$ cat src/rtl/uart_int_pkg.sv
`timescale 1ns/1ps
package uart_int_pkg;

  // Low-nibble identification codes; the values are decoded by software.
  typedef enum logic [3:0] {
    SRC_MODEM   = 4'h0,
    SRC_NONE    = 4'h1,
    SRC_TXEMPTY = 4'h2,
    SRC_RXDATA  = 4'h4,
    SRC_LINE    = 4'h6,
    SRC_TIMEOUT = 4'hC
  } intSrc_e;

  // Enable register bit positions
  localparam int EN_RXDATA  = 0;
  localparam int EN_TXEMPTY = 1;
  localparam int EN_LINE    = 2;
  localparam int EN_MODEM   = 3;

  // Line status bit positions
  localparam int LS_READY      = 0;
  localparam int LS_ERR_LO     = 1;
  localparam int LS_ERR_HI     = 4;
  localparam int LS_HOLD_EMPTY = 5;

  // Control-to-datapath strobes
  typedef struct packed {
    logic txPending;
  } ctlStrobe_t;

endpackage

$ cat src/rtl/uart_int_ctl.sv
`timescale 1ns/1ps
module uart_int_ctl
  import uart_int_pkg::*;
(
  input  logic       clk,
  input  logic       rst,
  input  logic       holdEmpty,
  input  logic       identRead,
  input  logic       enableWrite,
  output ctlStrobe_t ctl
);

  logic pendQ;
  logic holdQ;
  logic setEvent;

  // A new empty condition or an enable write re-arms the flag.
  assign setEvent = (holdEmpty && !holdQ) || enableWrite;

  always_ff @(posedge clk) begin
    if (rst) begin
      pendQ <= 1'b0;
      holdQ <= 1'b1;  // no spurious edge if the holding register is empty out of reset
    end else begin
      holdQ <= holdEmpty;
      if (!holdEmpty)      pendQ <= 1'b0;
      else if (setEvent)   pendQ <= 1'b1;  // set beats a same-cycle read
      else if (identRead)  pendQ <= 1'b0;
    end
  end

  assign ctl.txPending = pendQ;

endmodule

$ cat src/rtl/uart_int_dp.sv
`timescale 1ns/1ps
module uart_int_dp
  import uart_int_pkg::*;
#(
  parameter int CNT_W = 5
) (
  input  logic             clk,
  input  logic             rst,
  input  logic [3:0]       enableReg,
  input  logic [7:0]       lineStatus,
  input  logic             rxTimeout,
  input  logic [CNT_W-1:0] rxCount,
  input  logic [CNT_W-1:0] rxTrigger,
  input  logic             fifoOn,
  input  logic [3:0]       modemDelta,
  input  ctlStrobe_t       ctl,
  output logic [7:0]       identByte,
  output logic             irq
);

  localparam int ERR_W = LS_ERR_HI - LS_ERR_LO + 1;

  logic [ERR_W-1:0] errBits;
  logic lineHit, toHit, rdHit, txHit, mdHit, levelOk;
  intSrc_e code;
  logic [7:0] identQ;
  logic irqQ;

  assign errBits = lineStatus[LS_ERR_HI:LS_ERR_LO];
  assign levelOk = !fifoOn || (rxCount >= rxTrigger);
  assign lineHit = enableReg[EN_LINE] && (|errBits);
  assign toHit   = enableReg[EN_RXDATA] && rxTimeout;
  assign rdHit   = enableReg[EN_RXDATA] && lineStatus[LS_READY] && levelOk;
  assign txHit   = enableReg[EN_TXEMPTY] && ctl.txPending;
  assign mdHit   = enableReg[EN_MODEM] && (|modemDelta);

  always_comb begin
    if (lineHit)     code = SRC_LINE;
    else if (toHit)  code = SRC_TIMEOUT;
    else if (rdHit)  code = SRC_RXDATA;
    else if (txHit)  code = SRC_TXEMPTY;
    else if (mdHit)  code = SRC_MODEM;
    else             code = SRC_NONE;
  end

  always_ff @(posedge clk) begin
    if (rst) begin
      identQ <= {4'h0, SRC_NONE};
      irqQ   <= 1'b0;
    end else begin
      identQ <= {fifoOn, fifoOn, 2'b00, code};
      irqQ   <= (code != SRC_NONE);
    end
  end

  assign identByte = identQ;
  assign irq       = irqQ;

endmodule

$ cat src/rtl/uart_int_ident.sv
`timescale 1ns/1ps
module uart_int_ident
  import uart_int_pkg::*;
#(
  parameter int CNT_W = 5
) (
  input  logic             clk,
  input  logic             rst,
  input  logic [3:0]       enableReg,
  input  logic [7:0]       lineStatus,
  input  logic             rxTimeout,
  input  logic [CNT_W-1:0] rxCount,
  input  logic [CNT_W-1:0] rxTrigger,
  input  logic             fifoOn,
  input  logic [3:0]       modemDelta,
  input  logic             identRead,
  input  logic             enableWrite,
  output logic [7:0]       identByte,
  output logic             irq
);

  ctlStrobe_t ctl;

  uart_int_ctl u_ctl (
    .clk         (clk),
    .rst         (rst),
    .holdEmpty   (lineStatus[LS_HOLD_EMPTY]),
    .identRead   (identRead),
    .enableWrite (enableWrite),
    .ctl         (ctl)
  );

  uart_int_dp #(.CNT_W(CNT_W)) u_dp (
    .clk        (clk),
    .rst        (rst),
    .enableReg  (enableReg),
    .lineStatus (lineStatus),
    .rxTimeout  (rxTimeout),
    .rxCount    (rxCount),
    .rxTrigger  (rxTrigger),
    .fifoOn     (fifoOn),
    .modemDelta (modemDelta),
    .ctl        (ctl),
    .identByte  (identByte),
    .irq        (irq)
  );

endmodule

$ cat config.mk
export PLATFORM = sky130hd
export DESIGN_NAME = uart_int_ident
export DESIGN_NICKNAME = d
export VERILOG_FILES = /design/src/rtl/uart_int_pkg.sv /design/src/rtl/uart_int_ctl.sv /design/src/rtl/uart_int_dp.sv /design/src/rtl/uart_int_ident.sv
export SDC_FILE = /design/constraint.sdc
export NUM_CORES = 1
export LEC_CHECK = 0
export ABC_AREA = 1
export BUFFER_PORTS_ARGS = -buffer_cell sky130_fd_sc_hd__buf_2
export CELL_PAD_IN_SITES_DETAIL_PLACEMENT = 0
export CELL_PAD_IN_SITES_GLOBAL_PLACEMENT = 2
export CORE_UTILIZATION = 18
export CTS_CLUSTER_SIZE = 8
export DETAILED_ROUTE_END_ITERATION = 10
export PLACE_DENSITY_LB_ADDON = 0.1
export SKIP_CTS_REPAIR_TIMING = 1
export SYNTH_ARGS = -nofsm -noshare
export SYNTH_HDL_FRONTEND = slang
export SYNTH_SLANG_ARGS = --single-unit
$ cat constraint.sdc
create_clock -name clk -period 1.9 [get_ports clk]
set_input_delay 0.19 -clock clk [delete_from_list [all_inputs] [get_ports clk]]
set_output_delay 0.19 -clock clk [all_outputs]
set_load 0.005 [all_outputs]
==> reports/metrics.yaml, run 1 <==
sta:
  fmax_ghz: 0.962
  fin_setup_tns_ns: 0
  finalHoldViolCount: 0
  post-route-min-period_ns: 1.04
  finalCritPeriodShare_pct: 54.7
  fin_skew_ns: 0.00248
  rsz0062_at_grt: "no"
  maxSlewViolCount: 0
  setup_viol_count_final: 0
worst_setup_path:
  end_kind: "flop"
  path_buf_inv: 2
  cp_top_family: "simple AND/OR/NAND/NOR gates"
  critPathKind: "in2reg"
  critPathMaxStageDelay_ns: 0.30
  start_kind: "input port"
  cp_max_fo: 3
  cp_cell_sequence: "buf_2 -> ha_1 -> a21oi_1 -> nand2_1 -> nand2_1 -> nand2_1 -> nand2_2 -> nand4_1 -> nand2_2 -> inv_2"
  slowest_stage: "ha_1"
  critPathRequiredTime_ns: 2.05
  cpMostUsedCell: "nand2_1"
  crit_arrival_ns: 1.19
cells_and_area:
  utilization_pct: 28.1
  n_antenna_cell: 0
  syn_to_final_growth_pct: 46.7
  layout.nets: 142
  final_cells: 133
  final_cell_area_um2: 696
  drive_gt1_share_pct: 42.7
pwr:
  power_density_nw_per_um2: 573
  power_mw: 0.399
  p_leak_nw: 0.436
  vdd_drop_max_v: 0.000181
cts:
  cts-root-buf: "clkbuf_4"
  cts.sinks: 8
  clkTransAtPathRegs_ns: 0.05
  htree_levels: 1
  clock_latency_ns: 0.25
  tritoncts.num_buffers: 3
  clockBufferDepth: 2
  cts_tree: "yes"
place:
  dp_hpwl_um: 840
  portBuffers: 36
  dp.cells: 130
  place_congestion: 0.666
  place_area_um2: 673
floorplanning:
  start_util_pct: 19.1
  die_x_um: 53.3
  core_region_area_um2: 2480
  dieArea_um2: 2840
  die_y_um: 53.3
  num_rows: 18
  pin_count: 41
detailed_routing:
  vias: 487
  wirelength_um: 959
  avgRoutedWirePerCell_um: 7.21
  via_per_inst: 3.66
  ant_nets: 0
  drtIter0Drc: 5
  drc: 0
  firstDrtPassIters: 3
global_route:
  grt_max_degree: 5
  grt_pass1_vias: 405
  grt_overflow: 0
  grt_use_total_pct: 7.46
  antenna_found_initial: 0
  grt_pass1_wl_um: 1490
job:
  drv_cap: 0
run_status:
  status: "complete, no violations"
yosys:
  yosysWarnings: 0
  synth-seq-cells: 8
  mappedNetlistArea_um2: 474
  post_synth.cell_area_avg_um2: 7.18
  seq_area_frac_synth_pct: 33.8
  synth.distinct_cells: 15
  syn-instance-count: 66
hold_path:
  hp-class: "in2reg"
[synth_stat cells]
library cell	n	area, um2
dfxtp_1	8	160
nand3_1	2	10.0
nor2_1	4	15.0
nand2_2	2	12.5
buf_4	3	22.5
inv_2	1	3.75
nor3b_2	1	12.5
o21ai_4	1	16.3
a21oi_1	5	25.0
nand2_1	16	60.1
ha_1	5	62.6
nor3b_1	1	7.51
inv_1	15	56.3
conb_1	1	3.75
nand4_1	1	6.26
[worst min-delay path, stage by stage]
cell     delay [ns]
buf_2          0.07
nand2_1        0.06
nand2_1        0.05
[placed cells by master, fill, tap and decap left out, types with 2 or more instances in the layout]
master and n:
a21oi_1 5, buf_2 36, clkbuf_4 3, conb_1 2
dfxtp_1 8, ha_1 5, inv_1 15, nand2_1 16
nand2_2 2, nand3_1 2, nor2_1 4
[worst paths after layout]
kind            startpoint          end  slack, ns  cells past startpoint
min reg2reg    u_ctl.holdQ    u_ctl.ctl       0.42                      1
max reg2reg      u_ctl.ctl     u_dp.irq       1.02                      6
min          lineStatus[5]  u_ctl.holdQ       0.15                      3
max             rxCount[2]     u_dp.irq       0.86                     10
[logic make-up (layout without fill, tap and decap cells)]
family | count (synthesis) | after routing | share of synthesized area, %
adder cells (fa/ha/maj) | 5 | 5 | 13.2
other | 1 | 2 | 0.791
flip-flops | 8 | 8 | 33.8
AO/OA/AOI/OAI | 6 | 6 | 8.71
buffers and inverters | 19 | 55 | 17.4
AND/OR/NAND/NOR | 27 | 27 | 26.1
[area by class of cell]
| cell class | count | area [um2] |
|---|---|---|
| Inverter | 16 | 60.1 |
| Sequential cell | 8 | 160 |
| Tap cell | 30 | 37.5 |
| Clock buffer | 3 | 22.5 |
| Fill cell | 286 | 1780 |
| Multi-Input combinational cell | 40 | 235 |
| Timing Repair Buffer | 36 | 180 |
[registers in the layout (all words and copies together), names as in the netlist]
| name | flops |
|---|---|
| u_ctl.ctl | 1 |
| u_ctl.holdQ | 1 |
| u_dp.identByte | 5 |
| u_dp.irq | 1 |
[routing by layer]
metal	track usage [%]	up-vias	wire [um]
li1	-	269	-
met1	7.77	197	409
met2	12.5	21	439
met3	3.16	0	110
met4	3.95	0	0
met5	0	-	0
[stage by stage]
| stage | setup WS [ns] | hold slack (ns) |
|---|---|---|
| final | 0.861 | 0.151 |
| after global routing | 0.728 | 0.152 |
| after CTS | 0.854 | 0.139 |
| after detailed placement | 0.591 | 0.404 |
| after global placement | 0.585 | 0.401 |
| after floorplan | 0.791 | 0.259 |
[power breakdown]
group          internal, mW  total [mW]  switching [mW]  leakage [nW]
sequential            0.179       0.181         0.00265        0.0668
clock                0.0721       0.127          0.0553        0.0138
combinational        0.0477      0.0899          0.0422         0.355
(Power assumes the default switching activity.)
==> run 2: changes to the inputs <==
--- a/config.mk
+++ b/config.mk
@@ -9,7 +9,7 @@
 export BUFFER_PORTS_ARGS = -buffer_cell sky130_fd_sc_hd__buf_2
 export CELL_PAD_IN_SITES_DETAIL_PLACEMENT = 0
 export CELL_PAD_IN_SITES_GLOBAL_PLACEMENT = 2
-export CORE_UTILIZATION = 18
+export CORE_UTILIZATION = 15
 export CTS_CLUSTER_SIZE = 8
 export DETAILED_ROUTE_END_ITERATION = 10
 export PLACE_DENSITY_LB_ADDON = 0.1
==> constraint.sdc (replaced) <==
create_clock -name clk -period 0.91 [get_ports clk]
set_input_delay 0.091 -clock clk [delete_from_list [all_inputs] [get_ports clk]]
set_output_delay 0.091 -clock clk [all_outputs]
set_load 0.005 [all_outputs]
==> reports/metrics.yaml, run 2 (same netlist as run 1, synthesis figures left out) <==
floorplanning:
  num_rows: 20
  pin_count: 41
  start_util_pct: 15.7
  die_x_um: 58.2
  die_y_um: 58.2
  core_region_area_um2: 3030
  dieArea_um2: 3390
global_route:
  grt_max_degree: 5
  antenna_found_initial: 0
  grt_pass1_vias: 421
  grt_pass1_wl_um: 1730
  grt_use_total_pct: 7.28
  grt_overflow: 0
cells_and_area:
  drive_gt1_share_pct: 56.7
  final_cell_area_um2: 857
  multiInputGateArea_um2: 304
  utilization_pct: 28.3
  layout_commonest_cell: "buf_2"
  final_cell_mix: "buf_2 (29), nand2_1 (14), inv_1 (9)"
  largest_register_ffs: 5
  nFillCells: 353
  regArea_um2: 160
  n_antenna_cell: 0
  layout.nets: 143
  syn_to_final_growth_pct: 80.7
cts:
  htree_levels: 1
  cts.sinks: 8
  tritoncts.num_buffers: 3
  cts_tree: "yes"
  clockBufferDepth: 2
  clock_latency_ns: 0.25
  cts-root-buf: "clkbuf_4"
  clkTransAtPathRegs_ns: 0.05
sta:
  setup_ws_ns: 0.0139
  rsz0062_at_grt: "yes"
  maxSlewViolCount: 0
  setup_viol_count_final: 0
  finalHoldViolCount: 0
  finalCritPeriodShare_pct: 98.5
  fin_setup_tns_ns: 0
  fmax_ghz: 1.12
  fin_skew_ns: 0.000704
  post-route-min-period_ns: 0.896
worst_setup_path:
  r2r-start: "u_ctl.ctl"
  ff2ff_setup_slack_ns: 0.06
  critPathKind: "in2reg"
  cp_cell_sequence: "buf_6 -> ha_4 -> nand2_2 -> nor3b_4 -> nand2_1 -> nand2_2 -> nand4_1 -> nand2_2 -> inv_2"
  cp_top_family: "simple AND/OR/NAND/NOR gates"
  end_kind: "flop"
  cpMostUsedCell: "nand2_2"
  reg2reg_to: "u_dp.identByte[1]"
  cp_max_fo: 3
  start_kind: "input port"
  critPathRequiredTime_ns: 1.06
  rr_worst_depth: 5
  crit_arrival_ns: 1.05
  slowest_stage: "ha_4"
  critPathMaxStageDelay_ns: 0.23
  path_buf_inv: 2
detailed_routing:
  vias: 509
  firstDrtPassIters: 7
  wirelength_um: 1040
  ant_nets: 0
  drc: 1
  avgRoutedWirePerCell_um: 7.02
  drtIter0Drc: 13
  via_per_inst: 3.44
place:
  place_area_um2: 767
  dpl_worst_slack_ns: -0.346
  portBuffers: 36
  dp_hpwl_um: 942
  place_congestion: 0.616
pwr:
  p_leak_nw: 0.457
  vdd_drop_max_v: 0.000230
  power_density_nw_per_um2: 1060
run_status:
  violations: "design-rule violations"
  status: "finished with violations"
hold_path:
  hp-class: "in2reg"
  hp-start: "lineStatus[5]"
  hold_end: "u_ctl.holdQ"
  min_path_cells: 3
job:
  drv_cap: 0
==> run 2: worst max path at each step <==
stage,start,endpoint,cells past startpoint
finish,rxCount[4],u_dp.irq,9
global route,rxTrigger[4],u_dp.irq,10
CTS,rxTrigger[2],u_dp.irq,13
detailed placement,rxTrigger[2],u_dp.irq,13
global placement,rxTrigger[2],u_dp.irq,11
floorplan,rxTrigger[2],u_dp.irq,12
==> run 2: power breakdown <==
| part | internal (mW) | total (mW) | switching [mW] |
|---|---|---|---|
| sequential | 0.373 | 0.378 | 0.00516 |
| clock | 0.150 | 0.262 | 0.112 |
| combinational | 0.150 | 0.268 | 0.117 |
==> run 2: per-stage QoR <==
step / total power [mW] / hold slack [ns] / std cells
3_3_place_gp: 0.616 / 0.306 / 145
4_1_cts: 0.878 / 0.0485 / 148
2_1_floorplan: 0.511 / 0.160 / 67
3_5_place_dp: 0.616 / 0.308 / 145
6_report: 0.908 / 0.0490 / 148
5_1_grt: 0.987 / 0.0481 / 148
==> run 2: layout make-up <==
| type | count | area share, % |
|---|---|---|
| multi-input combinational | 40 | 35.5 |
| tap | 44 | 6.42 |
| timing repair buffer | 37 | 27.4 |
| sequential | 8 | 18.7 |
| inverter | 16 | 9.34 |
| clock buffer | 3 | 2.63 |
==> run 2: worst min-delay path, cell delays in order <==
cell and delay, ns:
buf_2 0.08, nand2_1 0.05, nand2_1 0.05
==> run 2: per-layer routing <==
metal / vias to the layer above / GRT usage (%) / routed length, um
li1: 270 / - / -
met1: 214 / 8.88 / 486
met2: 23 / 9.52 / 470
met3: 2 / 2.68 / 69
met4: 0 / 7.14 / 13
met5: - / 0 / 0
==> run 3: changes to the inputs <==
--- a/config.mk
+++ b/config.mk
@@ -9,7 +9,8 @@
 export BUFFER_PORTS_ARGS = -buffer_cell sky130_fd_sc_hd__buf_2
 export CELL_PAD_IN_SITES_DETAIL_PLACEMENT = 0
 export CELL_PAD_IN_SITES_GLOBAL_PLACEMENT = 2
-export CORE_UTILIZATION = 15
+export CORE_UTILIZATION = 16
+export CTS_BUF_LIST = sky130_fd_sc_hd__clkbuf_8
 export CTS_CLUSTER_SIZE = 8
 export DETAILED_ROUTE_END_ITERATION = 10
 export PLACE_DENSITY_LB_ADDON = 0.1
==> reports/metrics.yaml, run 3 (same netlist as run 1, synthesis figures left out) <==
pwr:
  p_int_mw: 0.795
  p_leak_nw: 0.458
  combPwrFrac_pct: 23.6
  swShare_pct: 23.4
  vdd_drop_max_v: 0.000754
  clkPwrFrac_pct: 39.8
  p_sw_mw: 0.243
  p_seq_share_pct: 36.6
  power_density_nw_per_um2: 1250
global_route:
  grt_pass1_wl_um: 1790
  grt_max_degree: 5
  grt_use_total_pct: 7.44
  grt_pass1_vias: 481
  antenna_found_initial: 0
  grt_overflow: 0
cells_and_area:
  nFillCells: 325
  n_antenna_cell: 0
  syn_to_final_growth_pct: 74.9
  final_cells: 135
  layout_commonest_cell: "buf_2"
  largest_register_ffs: 5
  drive_gt1_share_pct: 54.8
  layout.nets: 143
  final_cell_mix: "buf_2 (32), nand2_1 (15), inv_1 (10)"
sta:
  finalHoldViolCount: 0
  finalCritPeriodShare_pct: 97.6
  fmax_ghz: 1.13
  fin_setup_tns_ns: 0
  setup_viol_count_final: 0
  post-route-min-period_ns: 0.888
  fin_skew_ns: 0.00144
  rsz0062_at_grt: "yes"
  maxSlewViolCount: 0
  whs_ns: 0.0785
floorplanning:
  die_x_um: 56.4
  dieArea_um2: 3190
  num_rows: 19
  die_y_um: 56.4
  pin_count: 41
  start_util_pct: 17.0
  core_region_area_um2: 2780
hold_path:
  hp-class: "in2reg"
cts:
  clockBufferDepth: 2
  cts-root-buf: "clkbuf_8"
  clkTransAtPathRegs_ns: 0.04
  cts_tree: "yes"
  clock_latency_ns: 0.22
  cts.sinks: 8
  tritoncts.num_buffers: 3
  htree_levels: 1
worst_setup_path:
  ff2ff_setup_slack_ns: 0.03
  cp_max_fo: 3
  crit_arrival_ns: 1.01
  cp-startpoint: "rxTrigger[4]"
  start_kind: "input port"
  rr_worst_depth: 6
  critPathKind: "in2reg"
  end_kind: "flop"
  r2r-start: "u_ctl.ctl"
  reg2reg_to: "u_dp.irq"
  critPathRequiredTime_ns: 1.04
  crit_end: "u_dp.irq"
detailed_routing:
  drtIter0Drc: 1
  vias: 508
  ant_nets: 0
  drc: 0
  via_per_inst: 3.76
  firstDrtPassIters: 2
  avgRoutedWirePerCell_um: 7.73
  wirelength_um: 1040
place:
  dp.cells: 132
  portBuffers: 36
  dp_hpwl_um: 956
  place_congestion: 0.591
job:
  drv_cap: 0
run_status:
  status: "complete, no violations"
[run 3: cell types whose count changed in the layout (fill, tap and decap cells not counted), moves of 3 or more]
cell      change
buf_2         +3
buf_6         -3
clkbuf_8      +3
clkbuf_4      -3
[run 3: layout make-up]
class / count / area (um2) / area share (%)
Multi-Input combinational cell: 40 / 295 / 35.6
Tap cell: 31 / 38.8 / 4.68
Clock buffer: 3 / 41.3 / 4.98
Inverter: 16 / 77.6 / 9.35
Timing Repair Buffer: 37 / 216 / 26.1
Sequential cell: 8 / 160 / 19.3
[run 3: routing by layer]
layer,global-route usage (%),part of all wire (%)
met1,7.02,39
met2,12.9,48
met3,2.30,9.4
met4,6.27,3.1
met5,0,0
[run 3: metrics by stage]
step	setup WS, ns	total power, mW	area (um2)	utilization (%)
CTS	-0.0937	1.03	792	28.5
global placement	-0.326	0.614	751	27.0
finish	0.0222	1.04	830	29.8
detailed placement	-0.331	0.616	751	27.0
global route	-0.0773	1.11	830	29.8
floorplan	-0.0707	0.511	547	-
[run 3: critical path, cell delays in order]
cell     delay, ns
buf_2         0.10
inv_2         0.06
ha_4          0.19
nand2_1       0.06
nor3b_2       0.15
nand2_1       0.09
nand2_2       0.07
nand4_1       0.09
nand2_2       0.09
inv_2         0.03
[run 3: power by group through the flow]
stage	Clock, mW	Combinational [mW]	Sequential, mW
after detailed placement	0	0.229	0.386
after floorplan	0	0.122	0.389
final	0.413	0.245	0.380
after global placement	0	0.228	0.386
after global routing	0.450	0.277	0.382
after CTS	0.424	0.230	0.381
[run 3: worst min-delay path by stage]
stage	start	endpoint	cells past startpoint	slack, ns
6_report	lineStatus[5]	u_ctl.holdQ	3	0.08
5_1_grt	rst	u_dp.identByte[1]	2	0.09
4_1_cts	lineStatus[5]	u_ctl.holdQ	3	0.08
3_5_place_dp	lineStatus[5]	u_ctl.holdQ	3	0.31
3_3_place_gp	lineStatus[5]	u_ctl.holdQ	3	0.31
2_1_floorplan	rst	u_dp.identByte[1]	1	0.16
